===== src/rtl/exc_prio_pkg.sv =====
package exc_prio_pkg;

   typedef enum logic [1:0] {
      CLS_FAULT = 2'd0,
      CLS_TRAP  = 2'd1,
      CLS_INTR  = 2'd2,
      CLS_ABORT = 2'd3
   } exc_class_e;

   // Source slots, lower index wins
   localparam int SRC_RST   = 0;
   localparam int SRC_MCHK  = 1;
   localparam int SRC_INIT  = 2;
   localparam int SRC_SMI   = 3;
   localparam int SRC_TRAP  = 4;
   localparam int SRC_NMI   = 5;
   localparam int SRC_IRQ   = 6;
   localparam int SRC_EXE   = 7;
   localparam int SRC_FETCH = 8;
   localparam int SRC_UD    = 9;
   localparam int NSRC      = 10;

endpackage


===== src/rtl/exc_prio_penc.sv =====
module exc_prio_penc #(
   parameter int N  = 10,
   localparam int IW = (N > 1) ? $clog2(N) : 1
) (
   input  logic [N-1:0]  req,
   output logic [N-1:0]  grant,
   output logic [IW-1:0] idx,
   output logic          any
);

   if (N < 2) begin : g_chk
      $error("exc_prio_penc: N must be at least 2");
   end

   assign grant[0] = req[0];
   for (genvar i = 1; i < N; i++) begin : g_grant
      assign grant[i] = req[i] & ~(|req[i-1:0]);
   end

   always_comb begin
      idx = '0;
      for (int i = N - 1; i >= 0; i--) begin
         if (req[i]) idx = IW'(i);
      end
   end

   assign any = |req;

   always_comb begin
      assert_grant_onehot_R2: assert ($onehot0(grant));
      assert_grant_subset_R2: assert ((grant & ~req) == '0);
   end

endmodule


===== src/rtl/exc_nmi_gate.sv =====
module exc_nmi_gate (
   input  logic clk,
   input  logic rst_n,
   input  logic nmi_in,
   input  logic take,
   input  logic iret,
   output logic eligible
);

   logic nmi_q, pend_q, active_q;
   logic edge_seen;

   assign edge_seen = nmi_in & ~nmi_q;
   assign eligible  = pend_q & ~active_q;

   always_ff @(posedge clk) begin
      if (!rst_n) begin
         nmi_q    <= 1'b0;
         pend_q   <= 1'b0;
         active_q <= 1'b0;
      end else begin
         nmi_q <= nmi_in;
         if (take)           pend_q <= 1'b0;
         else if (edge_seen) pend_q <= 1'b1;
         if (take)           active_q <= 1'b1;
         else if (iret)      active_q <= 1'b0;
      end
   end

   assert_nmi_kept_R6: assert property (@(posedge clk) disable iff (!rst_n)
      (pend_q && !take) |=> pend_q);
   assert_nmi_block_R7: assert property (@(posedge clk) disable iff (!rst_n)
      (active_q && !iret) |=> active_q);

endmodule


===== src/rtl/exc_prio_resolver.sv =====
module exc_prio_resolver
   import exc_prio_pkg::*;
#(
   parameter int          VEC_W     = 8,
   parameter logic [31:0] RESET_VEC = 32'd255,
   parameter logic [31:0] MCHK_VEC  = 32'd18,
   parameter logic [31:0] INIT_VEC  = 32'd254,
   parameter logic [31:0] SMI_VEC   = 32'd253,
   parameter logic [31:0] NMI_VEC   = 32'd2,
   parameter logic [31:0] UD_VEC    = 32'd6
) (
   input  logic             clk,
   input  logic             rst_n,
   input  logic             rst_req,
   input  logic             mchk_req,
   input  logic             init_req,
   input  logic             smi_req,
   input  logic             trap_req,
   input  logic [VEC_W-1:0] trap_vec,
   input  logic             nmi_in,
   input  logic             irq_req,
   input  logic [VEC_W-1:0] irq_vec,
   input  logic             irq_en,
   input  logic             exe_req,
   input  logic [VEC_W-1:0] exe_vec,
   input  logic             fetch_req,
   input  logic [VEC_W-1:0] fetch_vec,
   input  logic             ud_req,
   input  logic             entry_done,
   input  logic             iret,
   output logic             exc_valid,
   output logic [1:0]       exc_class,
   output logic [VEC_W-1:0] exc_vec
);

   localparam int IW      = $clog2(NSRC);
   localparam int VEC_MAX = (1 << VEC_W) - 1;

   if (VEC_W < 5 || VEC_W > 16) begin : g_chk_w
      $error("exc_prio_resolver: VEC_W out of range");
   end
   if (RESET_VEC > VEC_MAX || MCHK_VEC > VEC_MAX || INIT_VEC > VEC_MAX ||
       SMI_VEC > VEC_MAX || NMI_VEC > VEC_MAX || UD_VEC > VEC_MAX) begin : g_chk_v
      $error("exc_prio_resolver: fixed vector exceeds VEC_W");
   end

   logic [NSRC-1:0] elig, grant;
   logic [IW-1:0]   win;
   logic            any, issue, nmi_ok, busy_q;
   exc_class_e      cls_d;
   logic [VEC_W-1:0] vec_d;

   exc_nmi_gate u_nmi (
      .clk      (clk),
      .rst_n    (rst_n),
      .nmi_in   (nmi_in),
      .take     (issue & grant[SRC_NMI]),
      .iret     (iret),
      .eligible (nmi_ok)
   );

   always_comb begin
      elig            = '0;
      elig[SRC_RST]   = rst_req;
      elig[SRC_MCHK]  = mchk_req;
      elig[SRC_INIT]  = init_req;
      elig[SRC_SMI]   = smi_req;
      elig[SRC_TRAP]  = trap_req;
      elig[SRC_NMI]   = nmi_ok;
      elig[SRC_IRQ]   = irq_req & irq_en;
      elig[SRC_EXE]   = exe_req;
      elig[SRC_FETCH] = fetch_req;
      elig[SRC_UD]    = ud_req;
   end

   exc_prio_penc #(.N(NSRC)) u_penc (
      .req   (elig),
      .grant (grant),
      .idx   (win),
      .any   (any)
   );

   assign issue = any & ~busy_q;

   always_comb begin
      cls_d = CLS_FAULT;
      vec_d = '0;
      case (int'(win))
         SRC_RST:   begin cls_d = CLS_ABORT; vec_d = RESET_VEC[VEC_W-1:0]; end
         SRC_MCHK:  begin cls_d = CLS_ABORT; vec_d = MCHK_VEC[VEC_W-1:0];  end
         SRC_INIT:  begin cls_d = CLS_INTR;  vec_d = INIT_VEC[VEC_W-1:0];  end
         SRC_SMI:   begin cls_d = CLS_INTR;  vec_d = SMI_VEC[VEC_W-1:0];   end
         SRC_TRAP:  begin cls_d = CLS_TRAP;  vec_d = trap_vec;             end
         SRC_NMI:   begin cls_d = CLS_INTR;  vec_d = NMI_VEC[VEC_W-1:0];   end
         SRC_IRQ:   begin cls_d = CLS_INTR;  vec_d = irq_vec;              end
         SRC_EXE:   begin cls_d = CLS_FAULT; vec_d = exe_vec;              end
         SRC_FETCH: begin cls_d = CLS_FAULT; vec_d = fetch_vec;            end
         default:   begin cls_d = CLS_FAULT; vec_d = UD_VEC[VEC_W-1:0];    end
      endcase
   end

   always_ff @(posedge clk) begin
      if (!rst_n) begin
         busy_q    <= 1'b0;
         exc_valid <= 1'b0;
         exc_class <= 2'd0;
         exc_vec   <= '0;
      end else begin
         exc_valid <= issue;
         if (issue) begin
            busy_q    <= 1'b1;
            exc_class <= cls_d;
            exc_vec   <= vec_d;
         end else if (entry_done) begin
            busy_q    <= 1'b0;
         end
      end
   end

   assert_strobe_single_R8: assert property (@(posedge clk) disable iff (!rst_n)
      exc_valid |=> !exc_valid);
   assert_mask_honoured_R5: assert property (@(posedge clk) disable iff (!rst_n)
      (issue && grant[SRC_IRQ]) |-> irq_en);
   assert_abort_source_R3: assert property (@(posedge clk) disable iff (!rst_n)
      (exc_valid && exc_class == 2'd3) |-> $past(rst_req || mchk_req));
   assert_no_reissue_R8: assert property (@(posedge clk) disable iff (!rst_n)
      (busy_q && !entry_done) |=> !exc_valid);

endmodule


===== config.mk =====
export PLATFORM = sky130hd
export DESIGN_NAME = exc_prio_resolver
export DESIGN_NICKNAME = d
export VERILOG_FILES = /design/src/rtl/exc_prio_pkg.sv /design/src/rtl/exc_prio_penc.sv /design/src/rtl/exc_nmi_gate.sv /design/src/rtl/exc_prio_resolver.sv
export SDC_FILE = /design/constraint.sdc
export NUM_CORES = 1
export LEC_CHECK = 0
export ABC_CLOCK_PERIOD_IN_PS = 6700
export BUFFER_PORTS_ARGS = -buffer_cell sky130_fd_sc_hd__buf_4
export CAP_MARGIN = 20
export CELL_PAD_IN_SITES_DETAIL_PLACEMENT = 1
export CELL_PAD_IN_SITES_GLOBAL_PLACEMENT = 2
export CORE_ASPECT_RATIO = 1.1
export CORE_UTILIZATION = 25
export DETAILED_ROUTE_END_ITERATION = 10
export GPL_ROUTABILITY_DRIVEN = 1
export PLACE_DENSITY_LB_ADDON = 0.1
export RECOVER_POWER = 25
export SYNTH_ARGS = -nofsm -noshare
export SYNTH_HDL_FRONTEND = slang
export SYNTH_SLANG_ARGS = --single-unit

===== constraint.sdc =====
create_clock -name clk -period 6.7 [get_ports clk]
set_input_delay 1.675 -clock clk [delete_from_list [all_inputs] [get_ports clk]]
set_output_delay 1.675 -clock clk [all_outputs]
set_load 0.01 [all_outputs]

Yosys cells after proc, flatten, opt, wreduce, memory -nomap -nowiden. Cells that the tools add are included.

Flip-flop bits (word level): 15. Input port bits: 47.

Equality and inequality tests: 8. Muxes and demuxes: 16. Bitwise gates (word level): 11. Reductions and logical operators: 8.

Operators by type and width (number): one-hot mux 8 bit (9 select lines) (1); two-way mux 4 bit (10); == test 4 x 3 -> 1 bit, second input constant (4); OR reduction 10 bit (1); == test 4 x 2 -> 1 bit, second input constant (2); bitwise AND 1 bit (6); one-hot mux 2 bit (3 select lines) (1); inverter 1 bit (5); OR reduction 5 bit (1); == test 4 x 1 -> 1 bit, second input constant (1); == test 4 bit, second input constant (1); zero test 4 bit (1); two-way mux 1 bit (4); nonzero test 2 bit (2); OR reduction 2 bit (2); OR reduction 4 bit (1).

Logic depth before layout (Yosys ltp). Gate-level depths: netlist of the first run.

Depth after elaboration: 13. Gate-level depth with buffers: 9.

Cells and area by module. A second synthesis of the first run with hierarchy kept.

Cell total of the unflattened synthesis: 136. Area, all modules: 1123.6 um^2.

Modules (own cells, without submodules): exc_prio_resolver (times used 1, cells each 97, area an instance 817.0 um^2, sequential area each 240.2 um^2); exc_prio_penc (times used 1, cells each 29, area an instance 198.9 um^2, sequential area each 0.0 um^2); exc_nmi_gate (times used 1, cells each 10, area an instance 107.6 um^2, sequential area each 60.1 um^2).

Worst setup path after synthesis of the first run. OpenSTA, ideal clock, no wires.

Path kind: input to register. Start point: input port mchk_req. End point: register exc_vec[0]. Setup time: 0.066 ns. Data arrival time: 3.198 ns. Required time: 6.634 ns. Slack: 3.436 ns. Stages: 8. Cells stage by stage: buf_6 -> or4_4 -> buf_6 -> nor3_1 -> a21oi_1 -> buf_6 -> o221a_2 -> a21oi_2.

Cells in the longest elaborated chain, start to end: 4.

RTL lines: start: declaration (line exc_prio_resolver.sv:15) `input logic mchk_req,`; two-way mux 4 bit (2 in a row) (line exc_prio_penc.sv:23) `if (req[i]) idx = IW'(i);`; == test 4 bit, or another cell as far along (line exc_prio_resolver.sv:88) `case (int'(win))`; one-hot mux 8 bit (9 select lines) (line exc_prio_resolver.sv:88); end signal: assignment (line exc_prio_resolver.sv:113) `exc_vec <= vec_d;`; end: declaration (line exc_prio_resolver.sv:33) `output logic [VEC_W-1:0] exc_vec`.

Parallel ways exist; a longest one is shown, timed or not. A chain may end at the register's enable or synchronous reset.

Worst setup path in the final report of the first run.
Start point: input port ud_req. End point: register exc_vec[2].

Cells in the longest elaborated chain, start to end: 12.

RTL lines: start: declaration (line exc_prio_resolver.sv:28) `input logic ud_req,`; two-way mux 4 bit (10 in a row) (line exc_prio_penc.sv:23); == test 4 bit, or another cell as far along (line exc_prio_resolver.sv:88); one-hot mux 8 bit (9 select lines) (line exc_prio_resolver.sv:88).

Parallel ways exist; a longest one is shown, timed or not.

==> flow_summary.ini, run 1 <==
[clock_tree]
cts_tree = yes
holdBufCountCts = 0
cts_setup_buffers = 0
cts_repair_resize_count = 0
worstSkewPairLatency_ns = 0.25
clkSinkCount = 15
numCtsBuffers = 3
cts_root_buf = clkbuf_8
htree_levels = 1
clkSlewWorstSetupHoldPaths_ns = 0.07
clockBufferDepth = 2

[sta]
finalCritPeriodShare_pct = 50.6
worstMarginPinSlew_ns = 0.876
fin_worst_skew_ns = 0.000648
max_freq_mhz = 295
timing.final.crit_period_ns = 3.39
fin_setup_tns_ns = 0
fin_ws_ns = 3.31
grt_setup_unrepaired = false
drv_slew = 0
hold_viol_final = 0
slew-limit-headroom_pct = 41.6
setup-violations-final = 0

[synth]
part_of_the_yosys_area_used_for_sequential_elements_pct = 28.8
synth_edf_count = 0
synthCells = 124
synthArstFlopShare_pct = 0
postSynthNetCount = 171
yosys.area_share.xor_xnor_pct = 0
ys_ff_latch = 15
synth_mux_area_share_pct = 6.37
synthAdderAreaFrac_pct = 0
synth_area_sq_um = 1040
dominantRegCellSynth = dfxtp_1
compound_cell_area_share_of_the_yosys_netlist_pct = 36.3
synth_area_per_cell_sq_um = 8.40
number_of_warnings_reported_in_the_yosys_synthesis_log = 0
combinational_family_with_the_most_area_after_synthesis = compound AO/OA/AOI/OAI gates
yosys.area_share.simple_pct = 22.8
synthDistinctLibCells = 44

[min_path]
min-delay-path-class = reg -> reg
hold_path_depth = 2

[final_layout]
layout.nets = 227
instances_no_fill = 231
antenna_diode_count = 0
post_route_cells_drive_above_1_share_pct = 38.5
area_delta_synth_final_pct = 45.3
post-route-cell-area_sq_um = 1510

[pwr]
total_chip_power_uw = 251
p_leak_nw = 0.614
power_density_relative_to_cell_area_nw_per_um2 = 166
max_ir_drop_vdd_uv = 89.8

[grt]
grt_max_degree = 16
grt_overflow = 0
initial_antenna_violation_count = 0
grt_pass1_vias = 1209
grt_usage_pct = 16.2
grt_first_pass_wirelength_mm = 5.60

[die]
initial_cell_density_of_the_core_pct = 26.3
floorplan.die_area_sq_um = 4430
die_width_um = 63.5
fp-row-count = 24
i_o_pins = 58
floorplan.core_area_sq_um = 3960
die_h_um = 69.7

[setup_path]
cp.required_ns = 6.80
criticalPathCategory = in -> reg
critical_path.top_delay_family = simple AND/OR/NAND/NOR gates
start_kind = primary input
critPathSlowestCell = or3_1
worstPathArrival_ns = 3.49
path_buf_inv = 1
crit_path_end_kind = register
r2r.worst_path.cells = 6
worst-path-stages = 7
critical_path.max_fanout = 15
crit_path_cell_trace = buf_4, nor2b_1, o211ai_1, nand2_1, or3_1, a221oi_1, a31oi_1
timing.critical_path.slowest_cell_delay_ns = 0.45

[route]
total_wirelength_mm = 3.52
drt.antenna.violating_nets = 0
wl_per_cell_um = 15.2
dr_total_vias = 1177
drt_via_density = 5.10
first_iter_violations = 26
first_pass_iters = 4
detail_route.drc_violations = 0

[job]
max-cap-violations = 0

[place]
placement.io_buffers = 57
dpl.hpwl_mm = 2.79
detailed_place.area_sq_um = 1490
globalplace.congestion = 0.783
dp_cells = 227
placement.setup.worst_slack_ns = 3.01

[status]
outcome = finished clean
==> area by class of cell <==
type,count,area [sq um]
Multi-Input combinational cell,100,682
Clock buffer,3,41.3
Tap cell,52,65.1
Timing Repair Buffer,57,405
Fill cell,487,2450
Clock inverter,1,7.51
Sequential cell,15,300
Inverter,3,11.3
==> Yosys cell counts (2+ instances only) <==
library cell | number | share of area (%)
and2_1 | 2 | 1.2
a221o_1 | 4 | 3.8
nand3_1 | 2 | 0.96
nor3_1 | 3 | 1.4
o21ai_1 | 6 | 2.9
o21a_1 | 2 | 1.4
buf_2 | 2 | 0.96
buf_6 | 3 | 3.2
dfxtp_1 | 15 | 29
a21oi_1 | 10 | 4.8
mux2_2 | 5 | 5.4
nor2_1 | 8 | 2.9
nor2b_1 | 7 | 4.2
nand2_1 | 12 | 4.3
inv_1 | 2 | 0.72
o211ai_1 | 4 | 2.9
o21ai_0 | 7 | 3.4
a31oi_1 | 4 | 2.4
==> report_power, final <==
part	internal (mW)	switching [mW]	total, mW
Combinational	0.0380	0.0355	0.0735
Clock	0.0418	0.0351	0.0769
Sequential	0.0969	0.00419	0.101
Total	0.177	0.0748	0.251
==> sequential cells by signal, summed over array words and instances, names as in the netlist <==
| signal | cells |
|---|---|
| exc_vec | 8 |
| exc_class | 2 |
| u_nmi.pend_q | 1 |
| busy_q | 1 |
| exc_valid | 1 |
| u_nmi.active_q | 1 |
| u_nmi.nmi_q | 1 |
==> kinds of logic (layout without fill, tap and decap cells) <==
kind of cell    after synthesis  count (layout)
compound gates               52              52
mux                           6               6
buf+inv                       9              64
simple gates                 42              42
flops                        15              15
==> metal layers <==
| layer | track usage [%] | up-vias | routed length, um |
|---|---|---|---|
| li1 | - | 583 | - |
| met3 | 2.47 | 4 | 200 |
| met4 | 6.31 | 0 | 48 |
| met2 | 28.6 | 38 | 1820 |
| met5 | 0 | - | 0 |
| met1 | 19.3 | 552 | 1460 |
==> through the flow <==
stage,hold slack (ns),util [%]
2_1_floorplan,0.471,-
3_5_place_dp,0.449,37.5
3_3_place_gp,0.446,37.5
4_1_cts,0.464,38.7
5_1_grt,0.497,38.2
6_report,0.456,38.2
==> worst reg2reg max path, stage by stage, from the launching register on <==
cell and delay [ns]:
dfxtp_1 0.34, nor2b_1 0.42, a21oi_1 0.20, nand2_1 0.49, mux2_2 0.40, a21oi_1 0.23
o21ai_1 0.08
==> path summary, 6_finish.rpt <==
check,end,slack (ns),from
max reg2reg,exc_vec[6]$_SDFFE_PN0P_,4.43,u_nmi.pend_q$_SDFFE_PP0P_
min reg2reg,exc_vec[6]$_SDFFE_PN0P_,0.46,exc_vec[6]$_SDFFE_PN0P_
max,exc_vec[2]$_SDFFE_PN0P_,3.31,ud_req
min,exc_vec[6]$_SDFFE_PN0P_,0.46,exc_vec[6]$_SDFFE_PN0P_
==> cells in the final DEF (no fill, tap or decap), drive strengths merged <==
master and n:
inv 3, nor2 8, clkinvlp 1, a211oi 1
o31ai 1, a2111oi 2, o221a 1, a32o 1
o21bai 1, o211ai 4, or3 1, o41ai 1
and2b 1, a2111o 1, nor2b 7, dfxtp 15
o221ai 1, a221oi 1, mux2i 1, clkbuf 9
a31oi 4, nor4 2, nand2b 1, nand2 12
a22oi 1, or2 1, buf 51, nor3 4
nand3 2, o21ai 13, a221o 4, a211o 1
mux2 5, a21oi 11, a41oi 1, or4 1
o21a 2, and2 2
No activity file was read; power rests on OpenSTA's default activity.
==> run 2: changes to the inputs <==
--- a/config.mk
+++ b/config.mk
@@ -5,13 +5,14 @@
 export SDC_FILE = /design/constraint.sdc
 export NUM_CORES = 1
 export LEC_CHECK = 0
-export ABC_CLOCK_PERIOD_IN_PS = 6700
+export ABC_AREA = 1
+export ABC_CLOCK_PERIOD_IN_PS = 3600
 export BUFFER_PORTS_ARGS = -buffer_cell sky130_fd_sc_hd__buf_4
 export CAP_MARGIN = 20
 export CELL_PAD_IN_SITES_DETAIL_PLACEMENT = 1
 export CELL_PAD_IN_SITES_GLOBAL_PLACEMENT = 2
 export CORE_ASPECT_RATIO = 1.1
-export CORE_UTILIZATION = 25
+export CORE_UTILIZATION = 21
 export DETAILED_ROUTE_END_ITERATION = 10
 export GPL_ROUTABILITY_DRIVEN = 1
 export PLACE_DENSITY_LB_ADDON = 0.1
==> constraint.sdc (replaced) <==
create_clock -name clk -period 3.6 [get_ports clk]
set_input_delay 0.9 -clock clk [delete_from_list [all_inputs] [get_ports clk]]
set_output_delay 0.9 -clock clk [all_outputs]
set_load 0.01 [all_outputs]
==> flow_summary.ini, run 2 <==
[status]
outcome = complete, but fails checks
failed_checks = DRC

[synth]
synthTopCellsByCount = nand2_1, nand3_1, inv_1, nor2_1, dfxtp_1
ys_ff_latch = 15
synth_top_cells_by_area = dfxtp_1, nand3_1, nand2_1
post-synth-top-area-fraction_pct = 27.6
number_of_warnings_reported_in_the_yosys_synthesis_log = 0
dominantRegCellSynth = dfxtp_1
part_of_the_yosys_area_used_for_sequential_elements_pct = 27.6
post-synth-top-area-cell = dfxtp_1
synth_area_sq_um = 1090
synth_area_per_cell_sq_um = 6.07
synthCells = 179
synth_edf_count = 0
postSynthNetCount = 226
synthDistinctLibCells = 23
synth.most_common_cell = nand2_1
synthArstFlopShare_pct = 0

[setup_path]
start_kind = primary input
regToRegEndpoint = exc_vec[7]$_SDFFE_PN0P_
timing.critical_path.slowest_cell_delay_ns = 0.32
critPathSlowestCell = o21ai_1
crit_path_cell_trace = buf_4, inv_1, nand2_1, nand2_1, nand2_1, nand2_1, nand2_1, nand2_2, nand2_4, nand2_4, nand2_4, o21ai_1, nand4_1, nand2_1, a21oi_1
timing.rr.start = u_nmi.pend_q$_SDFFE_PP0P_
critical_path.max_fanout = 19
critical_path.most_common_cell = nand2_1
critical_path.top_delay_family = simple AND/OR/NAND/NOR gates
cp.required_ns = 3.72
criticalPathCategory = in -> reg
path_buf_inv = 2
ff2ff_setup_slack_ns = 1.66
r2r.worst_path.cells = 13
crit_path_end_kind = register
worstPathArrival_ns = 2.39

[sta]
hold_viol_final = 0
setup-violations-final = 0
grt_setup_unrepaired = false
fin_setup_tns_ns = 0
slew-limit-headroom_pct = 59.4
finalCritPeriodShare_pct = 63.1
max_freq_mhz = 440
timing.final.crit_period_ns = 2.27
fin_worst_skew_ns = 0.00228
worstMarginPinSlew_ns = 0.607
drv_slew = 0

[clock_tree]
holdBufCountCts = 0
cts_tree = yes
clkSlewWorstSetupHoldPaths_ns = 0.05
cts_repair_resize_count = 0
cts_setup_buffers = 0
clkSinkCount = 15
clockBufferDepth = 2
numCtsBuffers = 3
cts_root_buf = clkbuf_8
worstSkewPairLatency_ns = 0.24
htree_levels = 1

[final_layout]
fillerInstances = 664
instances_no_fill = 295
post-route-cell-area_sq_um = 1590
final_core_utilization_pct = 31.7
layout.nets = 285
largest_registers = exc_vec x8, exc_class x2
most_common_cell_after_layout_fill_and_taps_aside = buf_4
storage_cell_area_sq_um = 300
largest_reg_flops = 8
post_route_cells_drive_above_1_share_pct = 29.1
layout_common_cells = buf_4, nand2_1, nand3_1
area_delta_synth_final_pct = 45.9
antenna_diode_count = 0
multi_input_comb_area_sq_um = 643
top_register = exc_vec

[die]
i_o_pins = 58
initial_cell_density_of_the_core_pct = 21.7
die_width_um = 70.6
floorplan.core_area_sq_um = 5000
die_h_um = 77.5
fp-row-count = 27
floorplan.die_area_sq_um = 5470

[grt]
gr-usage-met2_pct = 23.7
grt_first_pass_wirelength_mm = 6.00
grt_use_met3_pct = 1.17
global_route.usage.met1_pct = 17.7
grt_pass1_vias = 1329
grt-busiest-layer = met2
grt_usage_pct = 13.7
grt_max_degree = 20
initial_antenna_violation_count = 0
grt_overflow = 0

[route]
dr_total_vias = 1316
first_iter_violations = 42
wl_per_cell_um = 12.4
first_pass_iters = 7
detail_route.drc_violations = 6
total_wirelength_mm = 3.65
drt.antenna.violating_nets = 0
drt_via_density = 4.46

[place]
globalplace.congestion = 0.743
placement.io_buffers = 57
dp_cells = 290
dpl.hpwl_mm = 3.09
detailed_place.area_sq_um = 1560

[min_path]
min-delay-path-class = reg -> reg
hold_path_depth = 2
holdPathEnd = exc_vec[6]$_SDFFE_PN0P_
holdCritStartpoint = exc_vec[6]$_SDFFE_PN0P_

[job]
max-cap-violations = 0

[pwr]
total_chip_power_uw = 450
pwr-share-clk_pct = 28.5
combinational_share_of_power_pct = 29.7
power_density_relative_to_cell_area_nw_per_um2 = 284
seq_power_share_pct = 41.7
p_leak_nw = 0.792
p_sw_uw = 128
power.internal_uw = 322
switching_share_pct = 28.5
max_ir_drop_vdd_uv = 62.8
==> run 2: cell types whose count changed after synthesis, sizes merged, moves of 3 or more <==
| cell | change |
|---|---|
| nand4 | +8 |
| nor2b | -7 |
| inv | +25 |
| nor3 | -3 |
| nand2 | +34 |
| a221o | -4 |
| a31oi | -3 |
| nand3 | +30 |
| nor2 | +13 |
| mux2 | -5 |
| o21ai | -8 |
==> run 2: cells by family (layout without fill, tap and decap cells) <==
logic type	after synthesis	in the layout	synth area share (%)
AO/OA/AOI/OAI	20	20	10.1
buffers and inverters	34	92	13.2
flip-flops	15	15	27.6
AND/OR/NAND/NOR	110	110	49.0
==> run 2: routing by layer <==
metal | part of all wire, % | wire length, um | vias up
met4 | 0.63 | 23 | 0
met2 | 49 | 1770 | 29
li1 | - | - | 699
met3 | 4.0 | 144 | 2
met1 | 47 | 1710 | 586
met5 | 0 | 0 | -
==> run 2: tightest hold or removal path, delay by kind of cell, from the launching register on <==
kind             cells  cell delay [ns]
AO/OA/AOI/OAI        1             0.06
flip-flops           1             0.31
AND/OR/NAND/NOR      1             0.06
==> run 2: through the flow <==
step / hold slack [ns] / worst slack [ns]
after floorplan: 0.443 / 1.56
after global placement: 0.457 / 0.941
after detailed placement: 0.465 / 0.816
after CTS: 0.476 / 1.06
after global routing: 0.490 / 1.16
final: 0.475 / 1.33
==> run 2: area by class of cell <==
cell class,instances,share of cell area [%]
Inverter,30,7.10
Timing Repair Buffer,58,26.0
Tap cell,58,4.57
Multi-Input combinational cell,130,40.5
Clock buffer,4,2.84
Sequential cell,15,18.9
==> run 2: worst max path at each step <==
stage | from | to | slack, ns | cells past startpoint
after floorplan | smi_req | exc_vec[1]$_SDFFE_PN0P_ | 1.56 | 11
after global placement | smi_req | u_nmi.active_q$_SDFFE_PN0P_ | 0.94 | 9
after detailed placement | smi_req | exc_class[0]$_SDFFE_PN0P_ | 0.82 | 8
after CTS | smi_req | exc_class[0]$_SDFFE_PN0P_ | 1.06 | 8
after global routing | fetch_req | exc_vec[7]$_SDFFE_PN0P_ | 1.16 | 15
final | fetch_req | exc_vec[7]$_SDFFE_PN0P_ | 1.33 | 15
==> run 2: power by group through the flow <==
stage	Sequential, mW	Clock (mW)	Combinational [mW]
4_1_cts	0.188	0.135	0.139
3_3_place_gp	0.191	0	0.136
5_1_grt	0.189	0.142	0.149
6_report	0.188	0.129	0.134
3_5_place_dp	0.192	0	0.139
2_1_floorplan	0.196	0	0.0617
